[src/rtl/xbus_pkg.sv]
package xbus_pkg;

    localparam int XB_AW = 16;
    localparam int XB_DW = 8;
    localparam int XB_HW = XB_AW - XB_DW;

    typedef enum logic [1:0] {
        K_CODE = 2'd0,
        K_DRD  = 2'd1,
        K_DWR  = 2'd2,
        K_RSV  = 2'd3
    } xkind_t;

    typedef enum logic [2:0] {
        S_IDLE   = 3'd0,
        S_ROM    = 3'd1,
        S_ADDR   = 3'd2,
        S_SETUP  = 3'd3,
        S_STROBE = 3'd4,
        S_HOLD   = 3'd5,
        S_DONE   = 3'd6
    } xstate_t;

endpackage

[src/rtl/xbus_phase_ctr.sv]
module xbus_phase_ctr #(
    parameter int CYC_LEN = 12,
    localparam int PH_W = $clog2(CYC_LEN)
) (
    input  logic            clk,
    input  logic            rst_n,
    input  logic            clr,
    input  logic            run,
    output logic [PH_W-1:0] ph
);

    always_ff @(posedge clk or negedge rst_n) begin
        if (!rst_n) begin
            ph <= '0;
        end else if (clr) begin
            ph <= '0;
        end else if (run) begin
            ph <= ph + 1'b1;
        end
    end

endmodule

[src/rtl/xbus_fsm.sv]
module xbus_fsm
    import xbus_pkg::*;
#(
    parameter int CYC_LEN  = 12,
    parameter int ALE_LEN  = 4,
    parameter int STB_FALL = 5,
    parameter int STB_RISE = 10,
    localparam int PH_W = $clog2(CYC_LEN)
) (
    input  logic            clk,
    input  logic            rst_n,
    input  logic            req,
    input  xkind_t          req_kind,
    input  logic            use_rom,
    input  xkind_t          kind_q,
    input  logic [PH_W-1:0] ph,
    output logic            accept,
    output logic            ph_clr,
    output logic            ph_run,
    output logic            addr_stb,
    output logic            strobe_on,
    output logic            drive_addr,
    output logic            drive_wdata,
    output logic            claim,
    output logic            rom_en,
    output logic            rom_cap,
    output logic            sample,
    output logic            done
);

    localparam logic [PH_W-1:0] PH_ADDR_END  = PH_W'(ALE_LEN - 1);
    localparam logic [PH_W-1:0] PH_SETUP_END = PH_W'(STB_FALL - 1);
    localparam logic [PH_W-1:0] PH_STB_END   = PH_W'(STB_RISE - 1);
    localparam logic [PH_W-1:0] PH_LAST      = PH_W'(CYC_LEN - 1);

    xstate_t state, state_nx;
    logic    is_write;

    assign is_write = (kind_q == K_DWR);

    // next-state logic
    always_comb begin
        state_nx = state;
        accept   = 1'b0;
        unique case (state)
            S_IDLE: begin
                if (req && (req_kind != K_RSV)) begin
                    accept = 1'b1;
                    if ((req_kind == K_CODE) && use_rom) begin
                        state_nx = S_ROM;
                    end else begin
                        state_nx = S_ADDR;
                    end
                end
            end
            S_ROM:    state_nx = S_DONE;
            S_ADDR:   if (ph == PH_ADDR_END)  state_nx = S_SETUP;
            S_SETUP:  if (ph == PH_SETUP_END) state_nx = S_STROBE;
            S_STROBE: if (ph == PH_STB_END)   state_nx = S_HOLD;
            S_HOLD:   if (ph == PH_LAST)      state_nx = S_DONE;
            S_DONE:   state_nx = S_IDLE;
            default:  state_nx = S_IDLE;
        endcase
    end

    // state register
    always_ff @(posedge clk or negedge rst_n) begin
        if (!rst_n) begin
            state <= S_IDLE;
        end else begin
            state <= state_nx;
        end
    end

    // outputs, decoded from the registered state only
    always_comb begin
        ph_clr      = 1'b0;
        ph_run      = 1'b0;
        addr_stb    = 1'b0;
        strobe_on   = 1'b0;
        drive_addr  = 1'b0;
        drive_wdata = 1'b0;
        claim       = 1'b0;
        rom_en      = 1'b0;
        rom_cap     = 1'b0;
        sample      = 1'b0;
        done        = 1'b0;
        unique case (state)
            S_IDLE: begin
                ph_clr = 1'b1;
            end
            S_ROM: begin
                ph_clr  = 1'b1;
                rom_en  = 1'b1;
                rom_cap = 1'b1;
            end
            S_ADDR: begin
                ph_run     = 1'b1;
                addr_stb   = 1'b1;
                drive_addr = 1'b1;
                claim      = 1'b1;
            end
            S_SETUP: begin
                ph_run      = 1'b1;
                drive_wdata = is_write;
                claim       = 1'b1;
            end
            S_STROBE: begin
                ph_run      = 1'b1;
                strobe_on   = 1'b1;
                drive_wdata = is_write;
                claim       = 1'b1;
                sample      = !is_write && (ph == PH_STB_END);
            end
            S_HOLD: begin
                ph_run      = 1'b1;
                drive_wdata = is_write;
                claim       = 1'b1;
            end
            S_DONE: begin
                ph_clr = 1'b1;
                done   = 1'b1;
            end
            default: begin
                ph_clr = 1'b1;
            end
        endcase
    end

endmodule

[src/rtl/xbus_strobe_dec.sv]
module xbus_strobe_dec
    import xbus_pkg::*;
(
    input  logic   strobe_on,
    input  xkind_t kind_q,
    output logic   code_oe_n,
    output logic   data_rd_n,
    output logic   data_wr_n
);

    always_comb begin
        code_oe_n = 1'b1;
        data_rd_n = 1'b1;
        data_wr_n = 1'b1;
        if (strobe_on) begin
            unique case (kind_q)
                K_CODE:  code_oe_n = 1'b0;
                K_DRD:   data_rd_n = 1'b0;
                K_DWR:   data_wr_n = 1'b0;
                default: ;
            endcase
        end
    end

endmodule

[src/rtl/xbus_datapath.sv]
module xbus_datapath
    import xbus_pkg::*;
(
    input  logic             clk,
    input  logic             rst_n,
    input  logic             accept,
    input  xkind_t           req_kind,
    input  logic [XB_AW-1:0] req_addr,
    input  logic [XB_DW-1:0] req_wdata,
    input  logic             sample,
    input  logic             rom_cap,
    input  logic [XB_DW-1:0] adlo_in,
    input  logic [XB_DW-1:0] rom_rdata,
    input  logic             drive_addr,
    input  logic             drive_wdata,
    input  logic             claim,
    output xkind_t           kind_q,
    output logic [XB_AW-1:0] addr_q,
    output logic [XB_DW-1:0] rdata_q,
    output logic [XB_DW-1:0] adlo_out,
    output logic             adlo_oe,
    output logic [XB_HW-1:0] ahi_out
);

    logic [XB_DW-1:0] wdata_q;

    always_ff @(posedge clk or negedge rst_n) begin
        if (!rst_n) begin
            kind_q  <= K_CODE;
            addr_q  <= '0;
            wdata_q <= '0;
        end else if (accept) begin
            kind_q  <= req_kind;
            addr_q  <= req_addr;
            wdata_q <= req_wdata;
        end
    end

    always_ff @(posedge clk or negedge rst_n) begin
        if (!rst_n) begin
            rdata_q <= '0;
        end else if (sample) begin
            rdata_q <= adlo_in;
        end else if (rom_cap) begin
            rdata_q <= rom_rdata;
        end
    end

    always_comb begin
        adlo_out = '0;
        if (drive_addr) begin
            adlo_out = addr_q[XB_DW-1:0];
        end else if (drive_wdata) begin
            adlo_out = wdata_q;
        end
    end

    assign adlo_oe = drive_addr || drive_wdata;
    assign ahi_out = claim ? addr_q[XB_AW-1:XB_DW] : '0;

endmodule

[src/rtl/xbus_ctrl.sv]
module xbus_ctrl
    import xbus_pkg::*;
#(
    parameter int CYC_LEN   = 12,
    parameter int ALE_LEN   = 4,
    parameter int STB_FALL  = 5,
    parameter int STB_RISE  = 10,
    parameter int ROM_BYTES = 4096,
    localparam int ROM_AW = $clog2(ROM_BYTES)
) (
    input  logic              clk,
    input  logic              rst_n,
    input  logic              req,
    input  logic [1:0]        req_kind,
    input  logic [XB_AW-1:0]  req_addr,
    input  logic [XB_DW-1:0]  req_wdata,
    input  logic              code_internal,
    output logic              rsp_done,
    output logic [XB_DW-1:0]  rsp_rdata,
    output logic              rom_en,
    output logic [ROM_AW-1:0] rom_addr,
    input  logic [XB_DW-1:0]  rom_rdata,
    output logic              addr_stb,
    output logic              code_oe_n,
    output logic              data_rd_n,
    output logic              data_wr_n,
    output logic [XB_DW-1:0]  adlo_out,
    output logic              adlo_oe,
    input  logic [XB_DW-1:0]  adlo_in,
    output logic [XB_HW-1:0]  ahi_out,
    output logic              bus_claim
);

    localparam int PH_W = $clog2(CYC_LEN);

    xkind_t           kind_in, kind_q;
    logic [XB_AW-1:0] addr_q;
    logic [PH_W-1:0]  ph;
    logic             use_rom, accept, ph_clr, ph_run, strobe_on;
    logic             drive_addr, drive_wdata, rom_cap, sample;

    assign kind_in  = xkind_t'(req_kind);
    assign use_rom  = code_internal && ({16'd0, req_addr} < ROM_BYTES);
    assign rom_addr = addr_q[ROM_AW-1:0];

    xbus_phase_ctr #(.CYC_LEN(CYC_LEN)) u_phase (
        .clk   (clk),
        .rst_n (rst_n),
        .clr   (ph_clr),
        .run   (ph_run),
        .ph    (ph)
    );

    xbus_fsm #(
        .CYC_LEN  (CYC_LEN),
        .ALE_LEN  (ALE_LEN),
        .STB_FALL (STB_FALL),
        .STB_RISE (STB_RISE)
    ) u_fsm (
        .clk         (clk),
        .rst_n       (rst_n),
        .req         (req),
        .req_kind    (kind_in),
        .use_rom     (use_rom),
        .kind_q      (kind_q),
        .ph          (ph),
        .accept      (accept),
        .ph_clr      (ph_clr),
        .ph_run      (ph_run),
        .addr_stb    (addr_stb),
        .strobe_on   (strobe_on),
        .drive_addr  (drive_addr),
        .drive_wdata (drive_wdata),
        .claim       (bus_claim),
        .rom_en      (rom_en),
        .rom_cap     (rom_cap),
        .sample      (sample),
        .done        (rsp_done)
    );

    xbus_strobe_dec u_strobe (
        .strobe_on (strobe_on),
        .kind_q    (kind_q),
        .code_oe_n (code_oe_n),
        .data_rd_n (data_rd_n),
        .data_wr_n (data_wr_n)
    );

    xbus_datapath u_dp (
        .clk         (clk),
        .rst_n       (rst_n),
        .accept      (accept),
        .req_kind    (kind_in),
        .req_addr    (req_addr),
        .req_wdata   (req_wdata),
        .sample      (sample),
        .rom_cap     (rom_cap),
        .adlo_in     (adlo_in),
        .rom_rdata   (rom_rdata),
        .drive_addr  (drive_addr),
        .drive_wdata (drive_wdata),
        .claim       (bus_claim),
        .kind_q      (kind_q),
        .addr_q      (addr_q),
        .rdata_q     (rsp_rdata),
        .adlo_out    (adlo_out),
        .adlo_oe     (adlo_oe),
        .ahi_out     (ahi_out)
    );

endmodule

[config.mk]
export PLATFORM = sky130hd
export DESIGN_NAME = xbus_ctrl
export DESIGN_NICKNAME = d
export VERILOG_FILES = /design/src/rtl/xbus_pkg.sv /design/src/rtl/xbus_phase_ctr.sv /design/src/rtl/xbus_fsm.sv /design/src/rtl/xbus_strobe_dec.sv /design/src/rtl/xbus_datapath.sv /design/src/rtl/xbus_ctrl.sv
export SDC_FILE = /design/constraint.sdc
export NUM_CORES = 1
export LEC_CHECK = 0
export ABC_CLOCK_PERIOD_IN_PS = 2720
export BUFFER_PORTS_ARGS = -buffer_cell sky130_fd_sc_hd__buf_2
export CORE_MARGIN = 1
export CORE_UTILIZATION = 48
export CTS_BUF_LIST = sky130_fd_sc_hd__clkbuf_4 sky130_fd_sc_hd__clkbuf_8 sky130_fd_sc_hd__clkbuf_16
export DETAILED_ROUTE_END_ITERATION = 12
export GPL_ROUTABILITY_DRIVEN = 0
export GPL_TIMING_DRIVEN = 0
export PLACE_DENSITY = 0.81
export SYNTH_ARGS = -nofsm -noshare
export SYNTH_HDL_FRONTEND = slang
export SYNTH_HIERARCHICAL = 1
export SYNTH_SLANG_ARGS = --single-unit
[constraint.sdc]
create_clock -name clk -period 2.72 [get_ports clk]
set_input_delay 0.816 -clock clk [delete_from_list [all_inputs] [get_ports clk]]
set_output_delay 0.816 -clock clk [all_outputs]
set_load 0.05 [all_outputs]
==> flow_metrics.py <==
metrics = {
    "run_status": {
        "run_status": "finished, violations left",
        "failed_checks": "setup timing",
    },
    "drt": {
        "vias_per_cell": 5.24,
        "wl_per_cell_um": 15.0,
        "detailedRoute.firstIterationViolations": 68,
        "via_count": 1744,
        "firstDrtPassIters": 6,
        "postRouteWirelength_um": 4990,
        "remaining_drc_errors": 0,
        "remaining_antenna_violation_count_after_routing": 0,
    },
    "die": {
        "floorplan.die_area_sq_um": 4810,
        "floorplan.die.width_um": 69.3,
        "pin_count": 90,
        "coreArea_sq_um": 4350,
        "height_of_the_die_um": 69.3,
        "initial_utilization_pct": 50.0,
        "total_number_of_placement_rows": 24,
    },
    "synth": {
        "seq_area_frac_synth_pct": 47.2,
        "synth_common_cells": "41 x sky130_fd_sc_hd__dfrtp_1, 21 x sky130_fd_sc_hd__mux2_4, 16 x sky130_fd_sc_hd__nand2_1, 11 x sky130_fd_sc_hd__o21ai_0",
        "post_synth_instance_area_sq_um": 2180,
        "post-synth-top-area-fraction_pct": 47.2,
        "postSynth.topFlopCell": "sky130_fd_sc_hd__dfrtp_1",
        "ys_warn_count": 6,
        "syn-num-nets": 228,
        "synth_top_area_cell": "sky130_fd_sc_hd__dfrtp_1",
        "synth_most_common_cell": "sky130_fd_sc_hd__dfrtp_1",
        "number_of_synthesized_register_bits": 41,
        "synth-edff-count": 0,
        "synthesis.instances": 179,
        "synth.lib_cells_used.distinct": 37,
        "synth.top_cells.by_area": "sky130_fd_sc_hd__dfrtp_1 47%, sky130_fd_sc_hd__mux2_4 14%, sky130_fd_sc_hd__mux2i_1 4.1%, sky130_fd_sc_hd__mux2_2 3.1%, sky130_fd_sc_hd__nand2_1 2.8%",
        "synthesis.area_per_instance_sq_um": 12.2,
        "async_flop_share_pct": 100,
    },
    "layout": {
        "multi_input_area_sq_um": 1100,
        "seq_area_sq_um": 1030,
        "antenna-diode-count": 0,
        "stdcell_count": 333,
        "postLayoutCoreUtil_pct": 67.8,
        "nFillCells": 325,
        "drive_above_1_share_pct": 55.9,
        "finalNetCount": 330,
        "synthToLayoutAreaGrowth_pct": 35.6,
    },
    "sta": {
        "worstMarginPinSlew_ns": 0.892,
        "final_min_period_over_clock_period_pct": 100,
        "timing.clock.skew_ns": 0.00474,
        "setup_repair_after_global_routing_missed_its_margin": "true",
        "timing.final.crit_period_ns": 2.73,
        "max_clock_freq_mhz": 367,
        "timing.max_slew.rel_slack_pct": 40.5,
        "finalHoldViolations": 0,
        "totalNegativeSetupSlack_ns": -0.00841,
        "report.final.slew_viol_count": 0,
        "post-route-worst-setup-slack_ns": -0.00841,
        "setup_viol": 1,
    },
    "grt": {
        "first_global_vias": 1649,
        "antenna_violations_before_repair": 0,
        "grt_start_max_net_pins": 42,
        "grt-ovfl-total": 0,
        "grt_pass1_wl_um": 7890,
        "groute.usage.overall_pct": 20.7,
    },
    "clock_network": {
        "cts_buffers": 5,
        "cts.hold.buffers_added": 0,
        "ctsLongestPathBuffers": 2,
        "clk_latency_ns": 0.29,
        "clkSinkCount": 41,
        "cts-root-buf": "sky130_fd_sc_hd__clkbuf_8",
        "clk_pin_slew_ns": 0.08,
        "cts.htree.levels": 2,
        "clock_tree_from_tritoncts": "yes",
    },
    "placed_design": {
        "post-place-cells": 320,
        "port_buffers": 89,
        "dpl_worst_slack_ns": 0.0208,
        "dpl.hpwl_um": 3430,
    },
    "worst_setup_path": {
        "rr_endpoint": "u_dp/wdata_q[0]$_DFFE_PN0P_",
        "worstPathMaxFanout": 6,
        "worstSetupStartpointType": "flop",
        "slowest_stage": "sky130_fd_sc_hd__dfrtp_1",
        "timing.rr.start": "u_fsm/state[2]$_DFFE_PN0P_",
        "r2r_worst_path_depth": 6,
        "timing.critical_path.cells": "buf_6 -> and3b_2 -> o21a_1 -> nor2b_4 -> a22o_2 -> buf_8",
        "arrival_ns": 1.91,
        "crit_path_max_incr_delay_ns": 0.42,
        "crit_path_end_kind": "primary output",
        "criticalPathCategory": "flop to primary output",
        "cp.required_ns": 1.90,
        "regToRegSetupSlack_ns": 0.84,
    },
    "worst_hold_path": {
        "hold_path_startpoint": "u_dp/addr_q[14]$_DFFE_PN0P_",
        "hold_path_depth": 1,
        "holdCritPathClass": "flop to flop",
        "min_delay_worst_endpoint": "u_dp/addr_q[14]$_DFFE_PN0P_",
    },
    "job": {
        "maxCapViolations": 0,
    },
}
[layer usage]
layer  wire [um]  GRT usage [%]
met1        2130           27.0
met2        2500           33.5
met3         250           4.07
met4         109           9.07
met5           0              0
[worst max path at each step]
stage,start,end,slack [ns],depth (start not counted)
floorplan,u_fsm/state[2]$_DFFE_PN0P_,adlo_out[5],-0.14,6
global placement,u_fsm/state[2]$_DFFE_PN0P_,adlo_out[2],0.03,6
detailed placement,u_fsm/state[2]$_DFFE_PN0P_,adlo_out[1],0.02,6
CTS,u_fsm/state[2]$_DFFE_PN0P_,adlo_out[1],0.01,6
global route,u_fsm/state[2]$_DFFE_PN0P_,adlo_out[5],-0.08,7
finish,u_fsm/state[2]$_DFFE_PN0P_,adlo_out[0],-0.008,6
[layout by cell type, fill, tap and decap left out, drive strengths merged, types with 2 or more instances in the layout]
master and n:
mux2i 9, a21oi 2, nor3b 4, nand2 17, and2 9, nor2 8, nand3b 3, a21bo 2
clkbuf 7, dfrtp 41, a32oi 2, mux2 27, ha 3, nand4bb 2, inv 3, nor3 2
o21ai 11, nor4 2, buf 105, a22o 6, nor2b 3
[state kept, by name (all words and copies together) (netlist names)]
register      cells
u_dp/addr_q      16
u_dp/wdata_q      8
u_phase/ph        4
u_fsm/state       3
u_dp/kind_q       2
u_dp/rdata_q      8
[cells by family (layout without fill, tap and decap cells)]
group                    after synthesis  count (layout)  synth area share [%]
XOR/XNOR                               1               1                 0.403
adder cells (fa/ha/maj)                3               3                  1.73
multiplexers                          36              36                  21.7
AND/OR/NAND/NOR                       58              58                  15.4
buffers and inverters                 14             116                  5.29
AO/OA/AOI/OAI                         26              26                  8.28
flip-flops                            41              41                  47.2
[worst max-delay path: cells and delay by family, from the launching register on]
kind	cells	cell delay (ns)
flip-flops	1	0.42
AO/OA/AOI/OAI	2	0.38
AND/OR/NAND/NOR	2	0.54
buffers and inverters	2	0.29
[layout make-up]
class	count	area share (%)
clock buffers	6	2.80
inverters	3	0.382
flip-flops and latches	41	34.8
clock inverters	1	0.254
well taps	52	2.21
multi-input cells	124	37.3
repair buffers	95	18.4
plain buffers	11	3.82
[repair_timing]
item | in CTS | in global routing
pin swaps | 1 | 3
gates resized for setup | 19 | 12
endpoints found under the setup margin | 18 | 16
endpoints found under the hold margin | 0 | 0
setup buffers | 0 | 6
[metrics by stage]
stage          cell area [sq um]  hold WS, ns
5_1_grt                     2950        0.536
3_3_place_gp                2710        0.485
6_report                    2950        0.510
3_5_place_dp                2710        0.495
4_1_cts                     2850        0.517
2_1_floorplan               2190        0.473
Power is left out: the tool's default activity adds up to more than one toggle a clock period on the data nets, which glitch-free logic cannot reach.
